--- src/rtl/daisy_arb_pkg.sv ---
package daisy_arb_pkg;
    typedef enum logic [1:0] {
        ARB_IDLE   = 2'd0,
        ARB_OFFER  = 2'd1,
        ARB_TENURE = 2'd2
    } arb_state_t;
endpackage

--- src/rtl/daisy_cell.sv ---
module daisy_cell (
    input  logic gin,
    input  logic req,
    output logic gout,
    output logic taken
);
    always_comb begin
        taken = gin & req;
        gout  = gin & ~req;
    end
endmodule

--- src/rtl/level_chain.sv ---
module level_chain #(
    parameter int DEVS = 4
) (
    input  logic            clk,
    input  logic            rst_n,
    input  logic            lvl_gnt,
    input  logic [DEVS-1:0] req,
    output logic            lvl_req,
    output logic [DEVS-1:0] taken
);
    logic [DEVS:0] ripple;

    assign ripple[0] = lvl_gnt;
    assign lvl_req   = |req;

    for (genvar d = 0; d < DEVS; d++) begin : g_cell
        daisy_cell u_cell (
            .gin   (ripple[d]),
            .req   (req[d]),
            .gout  (ripple[d+1]),
            .taken (taken[d])
        );
    end


    one_taker_chk: assert property (@(posedge clk) disable iff (!rst_n)
        $onehot0(taken));


    taker_requests_chk: assert property (@(posedge clk) disable iff (!rst_n)
        (taken & ~req) == '0);
endmodule

--- src/rtl/arb_fsm.sv ---
module arb_fsm
    import daisy_arb_pkg::*;
#(
    parameter int LEVELS = 3
) (
    input  logic              clk,
    input  logic              rst_n,
    input  logic [LEVELS-1:0] lvl_req,
    input  logic              bus_busy,
    output logic [LEVELS-1:0] lvl_gnt
);
    localparam int LW = (LEVELS > 1) ? $clog2(LEVELS) : 1;

    arb_state_t      state_q, state_d;
    logic [LW-1:0]   sel_q, sel_d, top_lvl;
    logic            any_req;

    assign any_req = |lvl_req;

    always_comb begin
        top_lvl = '0;
        for (int i = LEVELS - 1; i >= 0; i--) begin
            if (lvl_req[i]) top_lvl = LW'(i);
        end
    end

    always_ff @(posedge clk) begin
        if (!rst_n) begin
            state_q <= ARB_IDLE;
            sel_q   <= '0;
        end else begin
            state_q <= state_d;
            sel_q   <= sel_d;
        end
    end

    always_comb begin
        state_d = state_q;
        sel_d   = sel_q;
        unique case (state_q)
            ARB_IDLE: begin
                if (any_req && !bus_busy) begin
                    state_d = ARB_OFFER;
                    sel_d   = top_lvl;
                end
            end
            ARB_OFFER: begin
                if (bus_busy)              state_d = ARB_TENURE;
                else if (!lvl_req[sel_q])  state_d = ARB_IDLE;
            end
            ARB_TENURE: begin
                if (!bus_busy) begin
                    if (any_req) begin
                        state_d = ARB_OFFER;
                        sel_d   = top_lvl;
                    end else begin
                        state_d = ARB_IDLE;
                    end
                end
            end
            default: state_d = ARB_IDLE;
        endcase
    end

    always_comb begin
        for (int i = 0; i < LEVELS; i++) begin
            lvl_gnt[i] = (state_q == ARB_OFFER) && (sel_q == LW'(i)) && lvl_req[i];
        end
    end


    one_level_chk: assert property (@(posedge clk) disable iff (!rst_n)
        $onehot0(lvl_gnt));


    grant_when_free_chk: assert property (@(posedge clk) disable iff (!rst_n)
        $rose(|lvl_gnt) |-> $past(!bus_busy));


    withdraw_on_busy_chk: assert property (@(posedge clk) disable iff (!rst_n)
        ((|lvl_gnt) && bus_busy) |=> !(|lvl_gnt));
endmodule

--- src/rtl/daisy_arbiter.sv ---
module daisy_arbiter #(
    parameter int LEVELS = 3,
    parameter int DEVS   = 4
) (
    input  logic                   clk,
    input  logic                   rst_n,
    input  logic [LEVELS*DEVS-1:0] dev_req,
    input  logic [LEVELS*DEVS-1:0] dev_busy,
    output logic [LEVELS-1:0]      level_grant,
    output logic [LEVELS*DEVS-1:0] dev_grant,
    output logic                   bus_busy
);
    logic [LEVELS-1:0] lvl_req;

    assign bus_busy = |dev_busy;

    arb_fsm #(.LEVELS(LEVELS)) u_fsm (
        .clk      (clk),
        .rst_n    (rst_n),
        .lvl_req  (lvl_req),
        .bus_busy (bus_busy),
        .lvl_gnt  (level_grant)
    );

    for (genvar l = 0; l < LEVELS; l++) begin : g_level
        level_chain #(.DEVS(DEVS)) u_chain (
            .clk     (clk),
            .rst_n   (rst_n),
            .lvl_gnt (level_grant[l]),
            .req     (dev_req[l*DEVS +: DEVS]),
            .lvl_req (lvl_req[l]),
            .taken   (dev_grant[l*DEVS +: DEVS])
        );
    end


    no_req_no_grant_chk: assert property (@(posedge clk) disable iff (!rst_n)
        !(|dev_req) |-> !(|level_grant));


    single_owner_chk: assert property (@(posedge clk) disable iff (!rst_n)
        $onehot0(dev_grant));
endmodule

--- config.mk ---
export PLATFORM = sky130hd
export DESIGN_NAME = daisy_arbiter
export DESIGN_NICKNAME = d
export VERILOG_FILES = /design/src/rtl/daisy_arb_pkg.sv /design/src/rtl/daisy_cell.sv /design/src/rtl/level_chain.sv /design/src/rtl/arb_fsm.sv /design/src/rtl/daisy_arbiter.sv
export SDC_FILE = /design/constraint.sdc
export NUM_CORES = 1
export LEC_CHECK = 0
export ABC_AREA = 0
export BUFFER_PORTS_ARGS = -buffer_cell sky130_fd_sc_hd__buf_2
export CORE_MARGIN = 2
export CORE_UTILIZATION = 39
export CTS_CLUSTER_DIAMETER = 50
export DETAILED_ROUTE_END_ITERATION = 16
export HOLD_SLACK_MARGIN = 0.1
export PLACE_DENSITY = 0.8
export SYNTH_ARGS = -nofsm -noshare
export SYNTH_HDL_FRONTEND = slang
export SYNTH_SLANG_ARGS = --single-unit
--- constraint.sdc ---
create_clock -name clk -period 2.1 [get_ports clk]
set_clock_uncertainty 0.05 [all_clocks]
set_input_delay 0.42 -clock clk [delete_from_list [all_inputs] [get_ports clk]]
set_output_delay 0.42 -clock clk [all_outputs]
set_load 0.01 [all_outputs]
==> metrics.md, run 1 <==
| Metric | Value |
|---|---|
| Number of setup violations in the final report | 0 |
| Library cells used by synthesis | 30 |
| Number of hold-repair buffers added at the cts stage | 0 |
| Starting density of the core | 42.5% |
| Tightest hold margin | 0.403 ns |
| Std cell rows | 13 |
| Maximum level of the CTS H-tree | 1 |
| Number of synthesized flops with an enable pin | 0 |
| Worst r2r path cells | 4 |
| Number of nets still failing antenna checks after routing | 0 |
| Crit path cell chain | and2b_1, nand2b_1, or3_4, nor4_4, buf_2 |
| Worst path max stage delay | 0.38 ns |
| Area taken by flip-flops and latches | 85.1 µm² |
| Worst slew margin | 81.6% |
| Setup repair after global routing missed its margin | true |
| Slowest stage cell on the critical path | sky130_fd_sc_hd__or3_4 |
| Global-route wire length before repair | 2.19 mm |
| Net count after synthesis | 95 |
| Layout cells sized above 1 | 57.3% |
| Clock Root Buffer | sky130_fd_sc_hd__clkbuf_4 |
| Area used by multi-input combinational logic | 363 µm² |
| Vias in the first global route | 545 |
| Startpoint of the worst-slack reg-to-reg timing path | u_fsm.sel_q[1] |
| Leftover overflow at the end of global routing | 0 |
| Crit. End Element | output pin |
| Predominant post-synthesis flop cell | sky130_fd_sc_hd__dfxtp_1 |
| Asr flop ratio synth | 0% |
| Flip-flop and latch count after synthesis | 4 |
| Die outline width | 41.9 µm |
| Worst skew pair latency | 0.24 ns |
| Reported leakage power | 0.000419 µW |
| Number of endpoints with negative hold slack in the final report | 0 |
| Filler instances | 134 |
| Post-Syn Area | 561 µm² |
| Bufs and invs on worst path | 1 |
| Core footprint | 0.00132 mm² |
| Via Count | 596 |
| Total length of routed wires | 1.30 mm |
| Worst Hold Launch | rst_n |
| Family with the most delay on the worst path | simple AND/OR/NAND/NOR gates |
| Clock Path Buffers | 2 |
| Signal arrival time at the worst endpoint | 1.60 ns |
| Die area | 0.00176 mm² |
| Most repeated cell in the gate-level netlist after synthesis | sky130_fd_sc_hd__buf_4 |
| Avg Synthesized Cell Area | 8.12 µm² |
| Initial antenna violation count | 0 |
| Highest attainable clock frequency | 484 MHz |
| Pin slew with the least headroom to its limit | 0.274 ns |
| GRT Util Overall | 15.7% |
| Clk sinks | 4 |
| First-pass iteration count of the detailed router | 4 |
| Core utilization of the finished layout | 57.0% |
| Final weighted congestion in routability-driven placement | 0.817 |
| Maximum fanout along the worst path | 4 |
| Minimum setup slack among reg-to-reg paths | 0.95 ns |
| Max-Cap Viols | 0 |
| CTS tree | built |
| Share of the yosys chip area belonging to registers | 14.3% |
| Cell count of the worst hold path | 2 |
| Warnings, synthesis | 0 |
| Tcrit/Tclk final | 98.4% |
| Main area contributors after synthesis | sky130_fd_sc_hd__buf_4 20%, sky130_fd_sc_hd__dfxtp_1 14%, sky130_fd_sc_hd__nor4_2 6.7% |
| Fraction of synthesized cell area taken by the top area cell type | 20.1% |
| Worst EP required | 1.63 ns |
| Drt drc | 0 |
| Pins over their slew limit | 0 |
| Max IR drop VDD | 0.000292 V |
| Run status | finished, final reports clean |
| Final critical delay including setup and external delays | 2.07 ns |
| Mean routed wirelength per cell | 11.0 µm |
| Quantity of I/O buffers inserted on ports | 41 |
| TritonCTS buffer count | 3 |
| Number of top-level design ports | 42 |
| Via-to-Cell Ratio | 5.05 |
| Capture endpoint of the worst hold path | u_fsm.sel_q[1] |
| Type of the tightest min-delay check | input pin to register |
| Maximum number of pins on one net before global-route repair | 9 |
| Number of DRC markers after the initial detailed-route iteration | 9 |
| Growth of design area from synthesis to finish | 33.9% |
| Pwr dens | 296 mW/mm² |
| Critical Path Source Type | register |
| Total Nets Final | 131 |
| HPWL Detailed | 1.02 mm |
| Gate count of the mapped netlist | 69 |
| Antenna diode instance count | 0 |
| Library cell with the largest summed area after synthesis | sky130_fd_sc_hd__buf_4 |
| Y dimension of the die | 41.9 µm |
| Type of the setup path with the least slack | register to output pin |
| R2r endpoint | u_fsm.state_q[0] |
| Clock-pin transition on the worst setup and hold timing paths | 0.04 ns |
| Overall power consumption | 222 µW |
where the power goes:
group	total, µW	switching (µW)	internal [µW]	leakage, µW
combinational	48.5	23.4	25.1	0.000372
clock	98.5	34.4	64.1	0.0000138
sequential	75.1	0.0245	75.1	0.0000335
total	222	57.8	164	0.000419
cell usage in the layout, fill, tap and decap left out, drive strengths merged:
master  netlist  routed
nand2         1       1
o21ai         1       1
inv           5       5
a311oi        1       1
mux2i         1       1
and3          3       3
a211o         1       1
and3b         1       1
clkbuf        0       3
nor4b         2       2
nor3          2       2
buf          15      46
nor2b         1       1
xor2          1       1
and2          1       1
nor3b         4       4
nor2          4       4
o211a         1       1
nand3b        2       2
and2b         1       1
a22oi         1       1
or3           1       1
dfxtp         4       4
nand2b        3       3
a31oi         2       2
nor4          8       8
nand3         2       2
repair_timing:
| item | in CTS | in global routing |
|---|---|---|
| pin swaps | 1 | 1 |
| buffers inserted | 1 | 1 |
| setup endpoints to repair | 3 | 5 |
| cloned | 0 | 0 |
| resized for setup | 1 | 4 |
state kept, by name, summed over array words and instances (netlist names):
name,cells
u_fsm.state_q,2
u_fsm.sel_q,2
final cells by class:
| type | count | share of cell area (%) |
|---|---|---|
| inverter | 5 | 2.50 |
| sequential | 4 | 11.3 |
| multi-input combinational | 45 | 48.3 |
| tap | 15 | 2.50 |
| timing repair buffer | 46 | 32.3 |
| clock buffer | 3 | 3.00 |
per-stage QoR:
| step | setup TNS [ns] | std cells | worst slack, ns | area (µm²) |
|---|---|---|---|---|
| after floorplan | 0 | 69 | 0.230 | 561 |
| final | 0 | 118 | 0.0341 | 751 |
| after global routing | -0.0253 | 118 | -0.0198 | 751 |
| after detailed placement | 0 | 113 | 0.138 | 694 |
| after global placement | 0 | 113 | 0.191 | 694 |
| after CTS | 0 | 117 | 0.0106 | 726 |
kinds of logic after synthesis:
kind of cell	synth area share [%]
AND/OR/NAND/NOR	49.6
buffers and inverters	23.4
AO/OA/AOI/OAI	9.37
flip-flops	14.3
XOR/XNOR	1.56
multiplexers	1.79
metal layers:
layer	track usage (%)	routed length [µm]
met1	15.8	475
met5	0	0
met2	28.1	688
met3	6.96	124
met4	5.81	12
worst max-delay path by stage:
stage	start	endpoint	cells past startpoint
after floorplan	u_fsm.state_q[0]	dev_grant[2]	5
after global placement	u_fsm.state_q[0]	dev_grant[2]	5
after detailed placement	u_fsm.state_q[0]	dev_grant[2]	5
after CTS	u_fsm.state_q[1]	dev_grant[2]	5
after global routing	u_fsm.state_q[1]	dev_grant[3]	5
final	u_fsm.state_q[1]	dev_grant[3]	5
(Power assumes the default switching activity.)
==> run 2, diff against run 1 <==
- RECOVER_POWER: not set -> 50
==> run 2 against run 1 <==
Effect of this change:
- worst setup slack barely moved
- core utilization fell by 0.47 points
- total power fell by 0.33%
- hold slack did not move
- critical path depth did not move
- highest routed layer unchanged
- cell area fell by 0.83%
- non-clock buffer count did not move
- clock power barely moved
- combinational power fell by 1%
- sequential power barely moved
- global-route usage did not move
==> metrics.md, run 2 (synthesis gave the netlist of run 1 again) <==
| Metric | Value |
|---|---|
| Run status | finished, final reports clean (unchanged) |
| Final critical delay including setup and external delays | 2.07 ns (about the same) |
| Pwr dens | 297 mW/mm² (was 296 mW/mm²) |
| R2r endpoint | u_fsm.state_q[0] (unchanged) |
| Leftover overflow at the end of global routing | 0 (unchanged) |
| Capture endpoint of the worst hold path | u_fsm.sel_q[1] (unchanged) |
| Final std cell area, no fill | 744 µm² (was 751 µm²) |
| Clock-pin transition on the worst setup and hold timing paths | 0.04 ns (about the same) |
| Initial antenna violation count | 0 (unchanged) |
| Worst r2r path cells | 4 (unchanged) |
| Starting density of the core | 42.5% (unchanged) |
| Die area | 0.00176 mm² (unchanged) |
| Worst Hold Launch | rst_n (unchanged) |
| GRT Util Overall | 15.7% (unchanged) |
| Std cell rows | 13 (unchanged) |
| Number of nets still failing antenna checks after routing | 0 (unchanged) |
| Maximum number of pins on one net before global-route repair | 9 (unchanged) |
| Highest attainable clock frequency | 484 MHz (about the same) |
| Total length of routed wires | 1.32 mm (was 1.30 mm) |
| Maximum level of the CTS H-tree | 1 (unchanged) |
| Number of hold-repair buffers added at the cts stage | 0 (unchanged) |
| Signal arrival time at the worst endpoint | 1.60 ns (about the same) |
| Global-route wire length before repair | 2.19 mm (unchanged) |
| Filler instances | 136 (was 134) |
| Startpoint of the worst-slack reg-to-reg timing path | u_fsm.sel_q[1] (unchanged) |
| Clock Root Buffer | sky130_fd_sc_hd__clkbuf_4 (unchanged) |
| Worst slack after detailed placement | 0.138 ns (unchanged) |
| Setup repair after global routing missed its margin | true (unchanged) |
| Max-Cap Viols | 0 (unchanged) |
| Antenna diode instance count | 0 (unchanged) |
| Standard cell area after detailed placement | 694 µm² (unchanged) |
| Die outline width | 41.9 µm (unchanged) |
| Number of DRC markers after the initial detailed-route iteration | 9 (unchanged) |
| Accumulated negative setup slack | 0 ns (unchanged) |
| Number of setup violations in the final report | 0 (unchanged) |
| Cell count of the worst hold path | 2 (unchanged) |
| Via-to-Cell Ratio | 5.06 (was 5.05) |
| Maximum fanout along the worst path | 4 (unchanged) |
| Drt drc | 0 (unchanged) |
| Number of standard cells in the final layout excluding fillers | 118 (unchanged) |
| Worst skew pair latency | 0.24 ns (about the same) |
| Worst path max stage delay | 0.38 ns (about the same) |
| Mean routed wirelength per cell | 11.1 µm (was 11.0 µm) |
| Worst slew margin | 76.4% (was 81.6%) |
| Crit. End Element | output pin (unchanged) |
| Clock Path Buffers | 2 (unchanged) |
| Critical Path Source Type | register (unchanged) |
| Type of the tightest min-delay check | input pin to register (unchanged) |
| Number of top-level design ports | 42 (unchanged) |
| Commonest cells after routing, fill and taps aside | 41 x sky130_fd_sc_hd__buf_2, 5 x sky130_fd_sc_hd__nor4_1, 5 x sky130_fd_sc_hd__buf_4 (was 41 x sky130_fd_sc_hd__buf_2, 5 x sky130_fd_sc_hd__buf_4, 4 x sky130_fd_sc_hd__inv_1, 4 x sky130_fd_sc_hd__nor2_1, 4 x sky130_fd_sc_hd__nor4_1) |
| Total Nets Final | 131 (unchanged) |
| Quantity of I/O buffers inserted on ports | 41 (unchanged) |
| First-pass iteration count of the detailed router | 4 (unchanged) |
| Worst EP required | 1.63 ns (about the same) |
| CTS tree | built (unchanged) |
| Count of placed standard cells including taps | 113 (unchanged) |
| Type of the setup path with the least slack | register to output pin (unchanged) |
| Reported leakage power | 0.000418 µW (was 0.000419 µW) |
| Via Count | 597 (was 596) |
| Final critical-path setup slack | 0.0344 ns (was 0.0341 ns) |
| Most common library cell in the layout ignoring fill and taps | sky130_fd_sc_hd__buf_2 (unchanged) |
| Minimum setup slack among reg-to-reg paths | 0.95 ns (about the same) |
| Max IR drop VDD | 0.000292 V (about the same) |
| Slowest stage cell on the critical path | sky130_fd_sc_hd__or3_4 (unchanged) |
| Pin slew with the least headroom to its limit | 0.351 ns (was 0.274 ns) |
| Y dimension of the die | 41.9 µm (unchanged) |
| Final weighted congestion in routability-driven placement | 0.817 (unchanged) |
| TritonCTS buffer count | 3 (unchanged) |
| Crit path cell chain | and2b_1, nand2b_1, or3_4, nor4_4, buf_2 (unchanged) |
| Pins over their slew limit | 0 (unchanged) |
| Number of endpoints with negative hold slack in the final report | 0 (unchanged) |
| Core footprint | 0.00132 mm² (unchanged) |
| Layout cells sized above 1 | 56.3% (was 57.3%) |
| Largest registers | u_fsm.sel_q: 2 flops, u_fsm.state_q: 2 flops (unchanged) |
| Clk sinks | 4 (unchanged) |
| Tcrit/Tclk final | 98.4% (about the same) |
| Vias in the first global route | 545 (unchanged) |
| Growth of design area from synthesis to finish | 32.8% (was 33.9%) |
| HPWL Detailed | 1.02 mm (unchanged) |
run 2: layout make-up:
type                       count  area (µm²)  area share [%]
multi-input combinational     45         357            47.9
clock buffer                   3        22.5            3.03
timing repair buffer          46         243            32.6
tap                           15        18.8            2.52
inverter                       5        18.8            2.52
sequential                     4        85.1            11.4
run 2: per-layer routing:
metal / vias to the layer above / GRT usage, % / wire length [µm]
met5: - / 0 / 0
met4: 0 / 5.81 / 12
met3: 3 / 6.96 / 124
met2: 25 / 28.1 / 689
met1: 259 / 15.8 / 488
li1: 310 / - / -
run 2: what timing repair did:
action	4_1_cts	5_1_grt
gates resized for setup	1	4
endpoints found under the setup margin	3	5
buffers inserted	1	1
pin swaps	1	1
run 2: critical path, delay by kind of cell (launching register included):
kind	cells	cell delay, ns
flip-flops	1	0.32
buffers and inverters	1	0.17
AND/OR/NAND/NOR	4	0.86
run 2: worst max path at each step:
stage	from	endpoint	slack [ns]
4_1_cts	u_fsm.state_q[1]	dev_grant[2]	0.01
5_1_grt	u_fsm.state_q[1]	dev_grant[3]	-0.02
6_report	u_fsm.state_q[1]	dev_grant[3]	0.03
3_5_place_dp	u_fsm.state_q[0]	dev_grant[2]	0.14
2_1_floorplan	u_fsm.state_q[0]	dev_grant[2]	0.23
3_3_place_gp	u_fsm.state_q[0]	dev_grant[2]	0.19
run 2: where the power goes:
part / internal, µW / switching, µW / total (µW)
Combinational: 24.9 / 22.9 / 47.8
Clock: 64.1 / 34.4 / 98.5
Sequential: 75.1 / 0.0244 / 75.1
Total: 164 / 57.3 / 221
run 2: per-stage QoR:
step | utilization [%] | total power [µW] | hold slack, ns
6_report | 56.5 | 221 | 0.403
3_5_place_dp | 52.7 | 125 | 0.495
4_1_cts | 55.1 | 226 | 0.399
2_1_floorplan | - | 87.9 | 0.440
5_1_grt | 56.5 | 235 | 0.415
3_3_place_gp | 52.7 | 123 | 0.471
